File: config.mk
export PLATFORM = sky130hd
export DESIGN_NAME = disp_tg
export DESIGN_NICKNAME = d
export VERILOG_FILES = /design/src/rtl/disp_tg_pkg.sv /design/src/rtl/disp_tg_regs.sv /design/src/rtl/disp_tg_fsm.sv /design/src/rtl/disp_tg_out.sv /design/src/rtl/disp_tg.sv
export SDC_FILE = /design/constraint.sdc
export NUM_CORES = 1
export LEC_CHECK = 0
export BUFFER_PORTS_ARGS = -buffer_cell sky130_fd_sc_hd__buf_2
export CORE_UTILIZATION = 61
export DETAILED_ROUTE_END_ITERATION = 8
export HOLD_SLACK_MARGIN = 0.12
export PLACE_DENSITY = 0.79
export SETUP_SLACK_MARGIN = 0.2
export SLEW_MARGIN = 20
export SYNTH_ARGS = -nofsm -noshare
export SYNTH_HDL_FRONTEND = slang
export SYNTH_SLANG_ARGS = --single-unit
File: constraint.sdc
create_clock -name clk -period 10.05 [get_ports clk]
set_input_delay 3.015 -clock clk [delete_from_list [all_inputs] [get_ports clk]]
set_output_delay 3.015 -clock clk [all_outputs]
set_load 0.02 [all_outputs]
File: src/rtl/disp_tg_pkg.sv
package disp_tg_pkg;
    localparam int TG_CW  = 12;
    localparam int ADDR_W = 3;

    localparam logic [ADDR_W-1:0] A_GLOBAL = 3'd0;
    localparam logic [ADDR_W-1:0] A_CHAN   = 3'd1;
    localparam logic [ADDR_W-1:0] A_SIZE   = 3'd2;
    localparam logic [ADDR_W-1:0] A_HTIM   = 3'd3;
    localparam logic [ADDR_W-1:0] A_VTIM   = 3'd4;
    localparam logic [ADDR_W-1:0] A_SYNC   = 3'd5;
    localparam logic [ADDR_W-1:0] A_POL    = 3'd6;

    typedef enum logic [1:0] {
        ST_IDLE  = 2'd0,
        ST_DELAY = 2'd1,
        ST_SCAN  = 2'd2
    } tg_state_t;

    typedef struct packed {
        logic [TG_CW-1:0] hact_m1;
        logic [TG_CW-1:0] htot_m1;
        logic [TG_CW-1:0] hbp_m1;
        logic [TG_CW-1:0] hsw_m1;
        logic [TG_CW-1:0] vact_m1;
        logic [TG_CW-1:0] vtot2;
        logic [TG_CW-1:0] vbp_m1;
        logic [TG_CW-1:0] vsw_m1;
        logic             inv_h;
        logic             inv_v;
    } tg_timing_t;
endpackage

File: src/rtl/disp_tg_regs.sv
module disp_tg_regs
    import disp_tg_pkg::*;
#(
    parameter int DLY_W = 5
) (
    input  logic               clk,
    input  logic               rst_n,
    input  logic               wr_en,
    input  logic [ADDR_W-1:0]  wr_addr,
    input  logic [31:0]        wr_data,
    input  logic               load,
    output logic               run,
    output logic [DLY_W-1:0]   start_dly,
    output tg_timing_t         shadow
);
    localparam int HI = 16;
    localparam int DLY_LSB = 4;

    logic       master_q;
    logic       chan_q;
    tg_timing_t live_q;

    always_ff @(posedge clk) begin
        if (!rst_n) begin
            master_q  <= 1'b0;
            chan_q    <= 1'b0;
            start_dly <= '0;
            live_q    <= '0;
        end else if (wr_en) begin
            case (wr_addr)
                A_GLOBAL: master_q <= wr_data[31];
                A_CHAN: begin
                    chan_q    <= wr_data[31];
                    start_dly <= wr_data[DLY_LSB +: DLY_W];
                end
                A_SIZE: begin
                    live_q.hact_m1 <= wr_data[HI +: TG_CW];
                    live_q.vact_m1 <= wr_data[0 +: TG_CW];
                end
                A_HTIM: begin
                    live_q.htot_m1 <= wr_data[HI +: TG_CW];
                    live_q.hbp_m1  <= wr_data[0 +: TG_CW];
                end
                A_VTIM: begin
                    live_q.vtot2  <= wr_data[HI +: TG_CW];
                    live_q.vbp_m1 <= wr_data[0 +: TG_CW];
                end
                A_SYNC: begin
                    live_q.hsw_m1 <= wr_data[HI +: TG_CW];
                    live_q.vsw_m1 <= wr_data[0 +: TG_CW];
                end
                A_POL: begin
                    live_q.inv_h <= wr_data[25];
                    live_q.inv_v <= wr_data[24];
                end
                default: ;
            endcase
        end
    end

    always_ff @(posedge clk) begin
        if (!rst_n) begin
            shadow <= '0;
        end else if (load) begin
            shadow <= live_q;
        end
    end

    assign run = master_q && chan_q;
endmodule

File: src/rtl/disp_tg_fsm.sv
module disp_tg_fsm
    import disp_tg_pkg::*;
#(
    parameter int DLY_W = 5
) (
    input  logic              clk,
    input  logic              rst_n,
    input  logic              run,
    input  logic [DLY_W-1:0]  start_dly,
    input  tg_timing_t        tim,
    output tg_state_t         state,
    output logic [TG_CW-1:0]  hc,
    output logic [TG_CW-1:0]  vc,
    output logic              load
);
    tg_state_t        state_nx;
    logic [DLY_W-1:0] dl;
    logic [TG_CW-1:0] vlines_m1;
    logic             line_end;
    logic             frame_end;
    logic             delay_last;

    assign vlines_m1  = {1'b0, tim.vtot2[TG_CW-1:1]} - TG_CW'(1);
    assign line_end   = (hc == tim.htot_m1);
    assign frame_end  = line_end && (vc == vlines_m1);
    assign delay_last = ({1'b0, dl} + (DLY_W+1)'(1)) == {1'b0, start_dly};

    always_comb begin
        state_nx = state;
        unique case (state)
            ST_IDLE: begin
                if (run) state_nx = (start_dly == '0) ? ST_SCAN : ST_DELAY;
            end
            ST_DELAY: begin
                if (!run) state_nx = ST_IDLE;
                else if (line_end && delay_last) state_nx = ST_SCAN;
            end
            ST_SCAN: begin
                if (!run) state_nx = ST_IDLE;
            end
            default: state_nx = ST_IDLE;
        endcase
    end

    always_ff @(posedge clk) begin
        if (!rst_n) state <= ST_IDLE;
        else        state <= state_nx;
    end

    assign load = run && ((state == ST_IDLE) || ((state == ST_SCAN) && frame_end));

    always_ff @(posedge clk) begin
        if (!rst_n || !run || state == ST_IDLE) begin
            hc <= '0;
            vc <= '0;
            dl <= '0;
        end else if (state == ST_DELAY) begin
            vc <= '0;
            if (line_end) begin
                hc <= '0;
                dl <= dl + DLY_W'(1);
            end else begin
                hc <= hc + TG_CW'(1);
            end
        end else begin
            if (line_end) begin
                hc <= '0;
                vc <= frame_end ? '0 : vc + TG_CW'(1);
            end else begin
                hc <= hc + TG_CW'(1);
            end
        end
    end

    a_r12_drop_to_idle: assert property (@(posedge clk) disable iff (!rst_n)
        !run |=> (state == ST_IDLE && hc == '0 && vc == '0));

    a_r5_x_bound: assert property (@(posedge clk) disable iff (!rst_n)
        (state == ST_SCAN) |-> (hc <= tim.htot_m1));

    a_r5_x_step: assert property (@(posedge clk) disable iff (!rst_n)
        (state == ST_SCAN && run && !line_end) |=> (hc == $past(hc) + TG_CW'(1)));

    a_r4_delay_row_zero: assert property (@(posedge clk) disable iff (!rst_n)
        (state == ST_DELAY) |-> (vc == '0));
endmodule

File: src/rtl/disp_tg_out.sv
module disp_tg_out
    import disp_tg_pkg::*;
(
    input  logic              clk,
    input  logic              rst_n,
    input  tg_state_t         state,
    input  logic [TG_CW-1:0]  hc,
    input  logic [TG_CW-1:0]  vc,
    input  tg_timing_t        tim,
    output logic              hsync,
    output logic              vsync,
    output logic              de,
    output logic              vblank
);
    logic             scan;
    logic [TG_CW-1:0] hs_start;
    logic [TG_CW:0]   hs_end;
    logic [TG_CW-1:0] vlines;
    logic [TG_CW-1:0] vs_start;
    logic [TG_CW:0]   vs_end;
    logic             hs_raw;
    logic             vs_raw;

    assign scan     = (state == ST_SCAN);
    assign hs_start = tim.htot_m1 - tim.hbp_m1;
    assign hs_end   = {1'b0, hs_start} + {1'b0, tim.hsw_m1} + (TG_CW+1)'(1);
    assign vlines   = {1'b0, tim.vtot2[TG_CW-1:1]};
    assign vs_start = vlines - tim.vbp_m1 - TG_CW'(1);
    assign vs_end   = {1'b0, vs_start} + {1'b0, tim.vsw_m1} + (TG_CW+1)'(1);

    always_comb begin
        hs_raw = scan && (hc >= hs_start) && ({1'b0, hc} < hs_end);
        vs_raw = scan && (vc >= vs_start) && ({1'b0, vc} < vs_end);
        hsync  = hs_raw ^ tim.inv_h;
        vsync  = vs_raw ^ tim.inv_v;
        de     = scan && (hc <= tim.hact_m1) && (vc <= tim.vact_m1);
        vblank = scan && (hc == '0) && ({1'b0, vc} == {1'b0, tim.vact_m1} + (TG_CW+1)'(1));
    end

    a_r10_vblank_outside_de: assert property (@(posedge clk) disable iff (!rst_n)
        vblank |-> !de);

    a_r10_vblank_single: assert property (@(posedge clk) disable iff (!rst_n)
        vblank |=> !vblank);

    a_r2_quiet_unless_scan: assert property (@(posedge clk) disable iff (!rst_n)
        (state != ST_SCAN) |-> (!de && !vblank && hsync == tim.inv_h && vsync == tim.inv_v));
endmodule

File: src/rtl/disp_tg.sv
module disp_tg
    import disp_tg_pkg::*;
#(
    parameter int DLY_W = 5
) (
    input  logic              clk,
    input  logic              rst_n,
    input  logic              wr_en,
    input  logic [2:0]        wr_addr,
    input  logic [31:0]       wr_data,
    output logic              hsync,
    output logic              vsync,
    output logic              de,
    output logic [11:0]       pix_x,
    output logic [11:0]       pix_y,
    output logic              vblank
);
    logic             run;
    logic             load;
    logic [DLY_W-1:0] start_dly;
    tg_timing_t       shadow;
    tg_state_t        state;
    logic [TG_CW-1:0] hc;
    logic [TG_CW-1:0] vc;

    disp_tg_regs #(.DLY_W(DLY_W)) u_regs (
        .clk(clk), .rst_n(rst_n), .wr_en(wr_en), .wr_addr(wr_addr),
        .wr_data(wr_data), .load(load), .run(run), .start_dly(start_dly),
        .shadow(shadow)
    );

    disp_tg_fsm #(.DLY_W(DLY_W)) u_fsm (
        .clk(clk), .rst_n(rst_n), .run(run), .start_dly(start_dly),
        .tim(shadow), .state(state), .hc(hc), .vc(vc), .load(load)
    );

    disp_tg_out u_out (
        .clk(clk), .rst_n(rst_n), .state(state), .hc(hc), .vc(vc),
        .tim(shadow), .hsync(hsync), .vsync(vsync), .de(de), .vblank(vblank)
    );

    assign pix_x = hc;
    assign pix_y = vc;

    a_r11_shadow_holds_in_frame: assert property (@(posedge clk) disable iff (!rst_n)
        (state == ST_SCAN && !load) |=> $stable(shadow));
endmodule

==> impl_metrics.py <==
metrics = {
    "status": {
        "status": "finished with violations",
        "violations": "design-rule violations",
    },
    "worst_setup_path": {
        "critPathKind": "register to output pin",
        "critPathArrivalTime_ns": 5.85,
        "r2r-end": "u_regs.shadow[89]",
        "reg2reg_from": "u_fsm.hc[6]",
        "cp-end-kind": "output pin",
        "critPathMaxFanout": 6,
        "crit_required_ns": 7.04,
        "rr_worst_depth": 10,
        "cp-start-kind": "register",
        "regToRegSetupSlack_ns": 5.58,
    },
    "synth": {
        "ys_ff_latch": 232,
        "ys_seq_area_frac": 0.336,
        "synth_cells": 1667,
        "syn_nets": 1833,
        "synth_common_cells": "nand2_1 (417), dfxtp_1 (232), ha_1 (124), mux2i_1 (109), a21boi_0 (97)",
        "yosysTopAreaCellShare": 0.336,
        "yosys.area.top_type": "dfxtp_1",
        "synth.most_common_cell": "nand2_1",
        "synth-warning-count": 0,
        "avgSynthCellArea_um2": 8.29,
        "async_flop_share": 0,
        "synthTopCellsByArea": "dfxtp_1 (34%), nand2_1 (11%), ha_1 (11%), mux2i_1 (7.9%), a21boi_0 (5.3%)",
        "synth_area_um2": 13800,
        "ys.flop_type": "dfxtp_1",
        "synth_enable_flop_cells": 0,
        "synth_cell_type_count": 68,
    },
    "detailed_routing": {
        "drt_first_pass_iters": 7,
        "dr.first_iter.drc_count": 907,
        "postRouteAntennaNets": 0,
        "routed_via_density": 5.79,
        "drc": 5,
        "via_count": 11400,
        "wirelength_um": 34300,
        "routedWlPerCell_um": 17.4,
    },
    "floorplan": {
        "initial_utilization": 0.627,
        "die_area_um2": 23300,
        "dieHeight_um": 152,
        "io_pins": 66,
        "die_x_um": 152,
        "rows": 54,
        "core_um2": 22000,
    },
    "power_and_ir_drop": {
        "p_total_w": 0.00192,
        "power_leakage_nw": 5.76,
        "p_per_area_nw_per_um2": 128,
        "peakVddDrop_v": 0.000148,
    },
    "cts": {
        "ctsHoldBuffers": 0,
        "post_cts_buffers": 0,
        "clkSinkCount": 232,
        "cts_tree": "built",
        "clk_pin_slew_ns": 0.06,
        "clockRootBuffer": "clkbuf_16",
        "htreeDepth": 1,
        "cts-resized-gates": 0,
        "cts-buffers-inserted": 25,
        "clock_latency_ns": 0.55,
        "cts_buffer_depth": 3,
    },
    "worst_hold_path": {
        "whs_path_depth": 2,
        "hold_class": "register to register",
        "hold_start": "u_regs.live_q[37]",
        "hold_end": "u_regs.shadow[37]",
    },
    "place": {
        "hpwlAfterDp_um": 24000,
        "port-buffer-count": 58,
        "place.gp.congestion": 0.886,
        "dpl_cell_area_um2": 14100,
    },
    "cells_and_area": {
        "fill_cells": 1782,
        "multi_input_area_um2": 8470,
        "finalNetCount": 1844,
        "drive_gt1_frac": 0.0691,
        "num_antenna_cells": 0,
        "fin_area_um2": 15000,
        "areaGrowthSynthToFinish_pct": 8.33,
        "final-seq-area_um2": 4640,
    },
    "timing": {
        "fin_setup_tns_ns": 0,
        "worst_slew_pin_slew_ns": 1.02,
        "hold_viol": 0,
        "period_share": 0.882,
        "relSlewSlack": 0.319,
        "fin_skew_ns": 0.0347,
        "fmax_mhz": 113,
        "finalSetupViolations": 0,
        "rsz0062_at_grt": "false",
        "drv_slew": 0,
        "period_needed_ns": 8.86,
    },
    "global_route": {
        "grt_max_degree": 180,
        "grt_pass1_wl_um": 54400,
        "globalRouteOverflowTotal": 0,
        "grt_pass1_vias": 10700,
        "antenna_found_initial": 0,
        "track_usage": 0.293,
    },
    "run": {
        "cap_violations": 0,
    },
}
routing by layer:
layer	wire, µm	global-route usage	up-vias
li1	-	-	5671
met5	0	0	-
met1	15700	0.396	5359
met3	2400	0.0466	58
met4	847	0.0885	0
met2	15400	0.480	341
stage by stage:
step                       util  hold WS, ns  cells  setup WS (ns)
final                     0.679        0.455   1974           1.19
after global routing      0.679        0.471   1974          0.852
after global placement    0.642        0.443   1931           2.03
after CTS                 0.679        0.454   1974           1.23
after floorplan               -        0.435   1667           2.45
after detailed placement  0.642        0.447   1931           1.79
critical path, stage by stage (launching register included):
cell	delay (ns)
dfxtp_1	0.45
ha_1	0.23
inv_1	0.06
fa_1	0.41
nor2b_1	0.12
o21ai_0	0.11
a21boi_0	0.29
o21a_1	0.17
o21ai_0	0.13
and2_1	0.20
xnor2_1	0.13
ha_1	0.35
and3_1	0.17
a21oi_1	0.14
o31ai_1	0.11
o41ai_1	0.36
xor2_1	0.20
ha_1	0.27
a2111o_1	0.43
a221o_1	0.28
a31oi_1	0.17
o41ai_1	0.13
xnor2_1	0.24
buf_2	0.21
area by class of cell:
type | instances | share of cell area
Clock buffer | 33 | 0.0472
Multi-Input combinational cell | 1266 | 0.566
Timing Repair Buffer | 64 | 0.0230
Tap cell | 280 | 0.0234
Inverter | 89 | 0.0223
Sequential cell | 232 | 0.310
Clock inverter | 10 | 0.00794
power by group:
part	switching [W]	total (W)	internal, W	leakage (nW)
sequential	0.00000462	0.000933	0.000928	1.87
clock	0.000372	0.000917	0.000545	0.413
combinational	0.0000477	0.0000669	0.0000192	3.47
placed cells by master (no fill, tap or decap), types with 5 or more instances in the layout:
cell type | synthesis | final
and3_1 | 22 | 22
a21oi_1 | 47 | 47
nor4_1 | 8 | 8
or3_1 | 5 | 5
clkbuf_8 | 0 | 6
ha_1 | 124 | 124
a21o_1 | 26 | 26
xnor2_1 | 57 | 57
nand3_1 | 26 | 26
xor2_1 | 51 | 51
buf_4 | 8 | 6
clkinv_2 | 0 | 6
o21a_1 | 18 | 18
nor2_1 | 64 | 64
o21ai_0 | 33 | 33
a2111oi_0 | 5 | 5
nor3_1 | 17 | 16
buf_2 | 1 | 57
dfxtp_1 | 232 | 232
nand2b_1 | 16 | 16
a21boi_0 | 97 | 97
nand4_1 | 15 | 15
clkbuf_16 | 0 | 25
nand2_1 | 417 | 417
and2_1 | 5 | 5
inv_1 | 89 | 89
mux2i_1 | 109 | 109
nor2b_1 | 22 | 22
worst max path at each step:
stage | startpoint | to | depth (start not counted)
5_1_grt | u_regs.shadow[27] | vsync | 23
3_5_place_dp | u_regs.shadow[27] | vsync | 23
6_report | u_regs.shadow[27] | vsync | 23
4_1_cts | u_regs.shadow[27] | vsync | 23
2_1_floorplan | u_regs.shadow[27] | vsync | 22
3_3_place_gp | u_regs.shadow[27] | vsync | 23
logic make-up after synthesis:
logic type                 after synthesis  share of synthesized area
AOI/OAI and AO/OA                      277                      0.141
muxes                                  109                     0.0790
DFF                                    232                      0.336
adders and majority gates              128                      0.118
xor gates and xnor gates               108                     0.0685
buffers and inverters                  169                     0.0522
and+or+nand+nor                        644                      0.205
registers in the layout (all words and copies together) (netlist names):
signal and flops:
u_regs.live_q 97, u_fsm.vc 12, u_regs.shadow 97, u_regs.start_dly 5, u_fsm.hc 12, u_regs.chan_q 1
u_regs.master_q 1, u_fsm.dl 5, u_fsm.state 2
(Power assumes the default switching activity.)
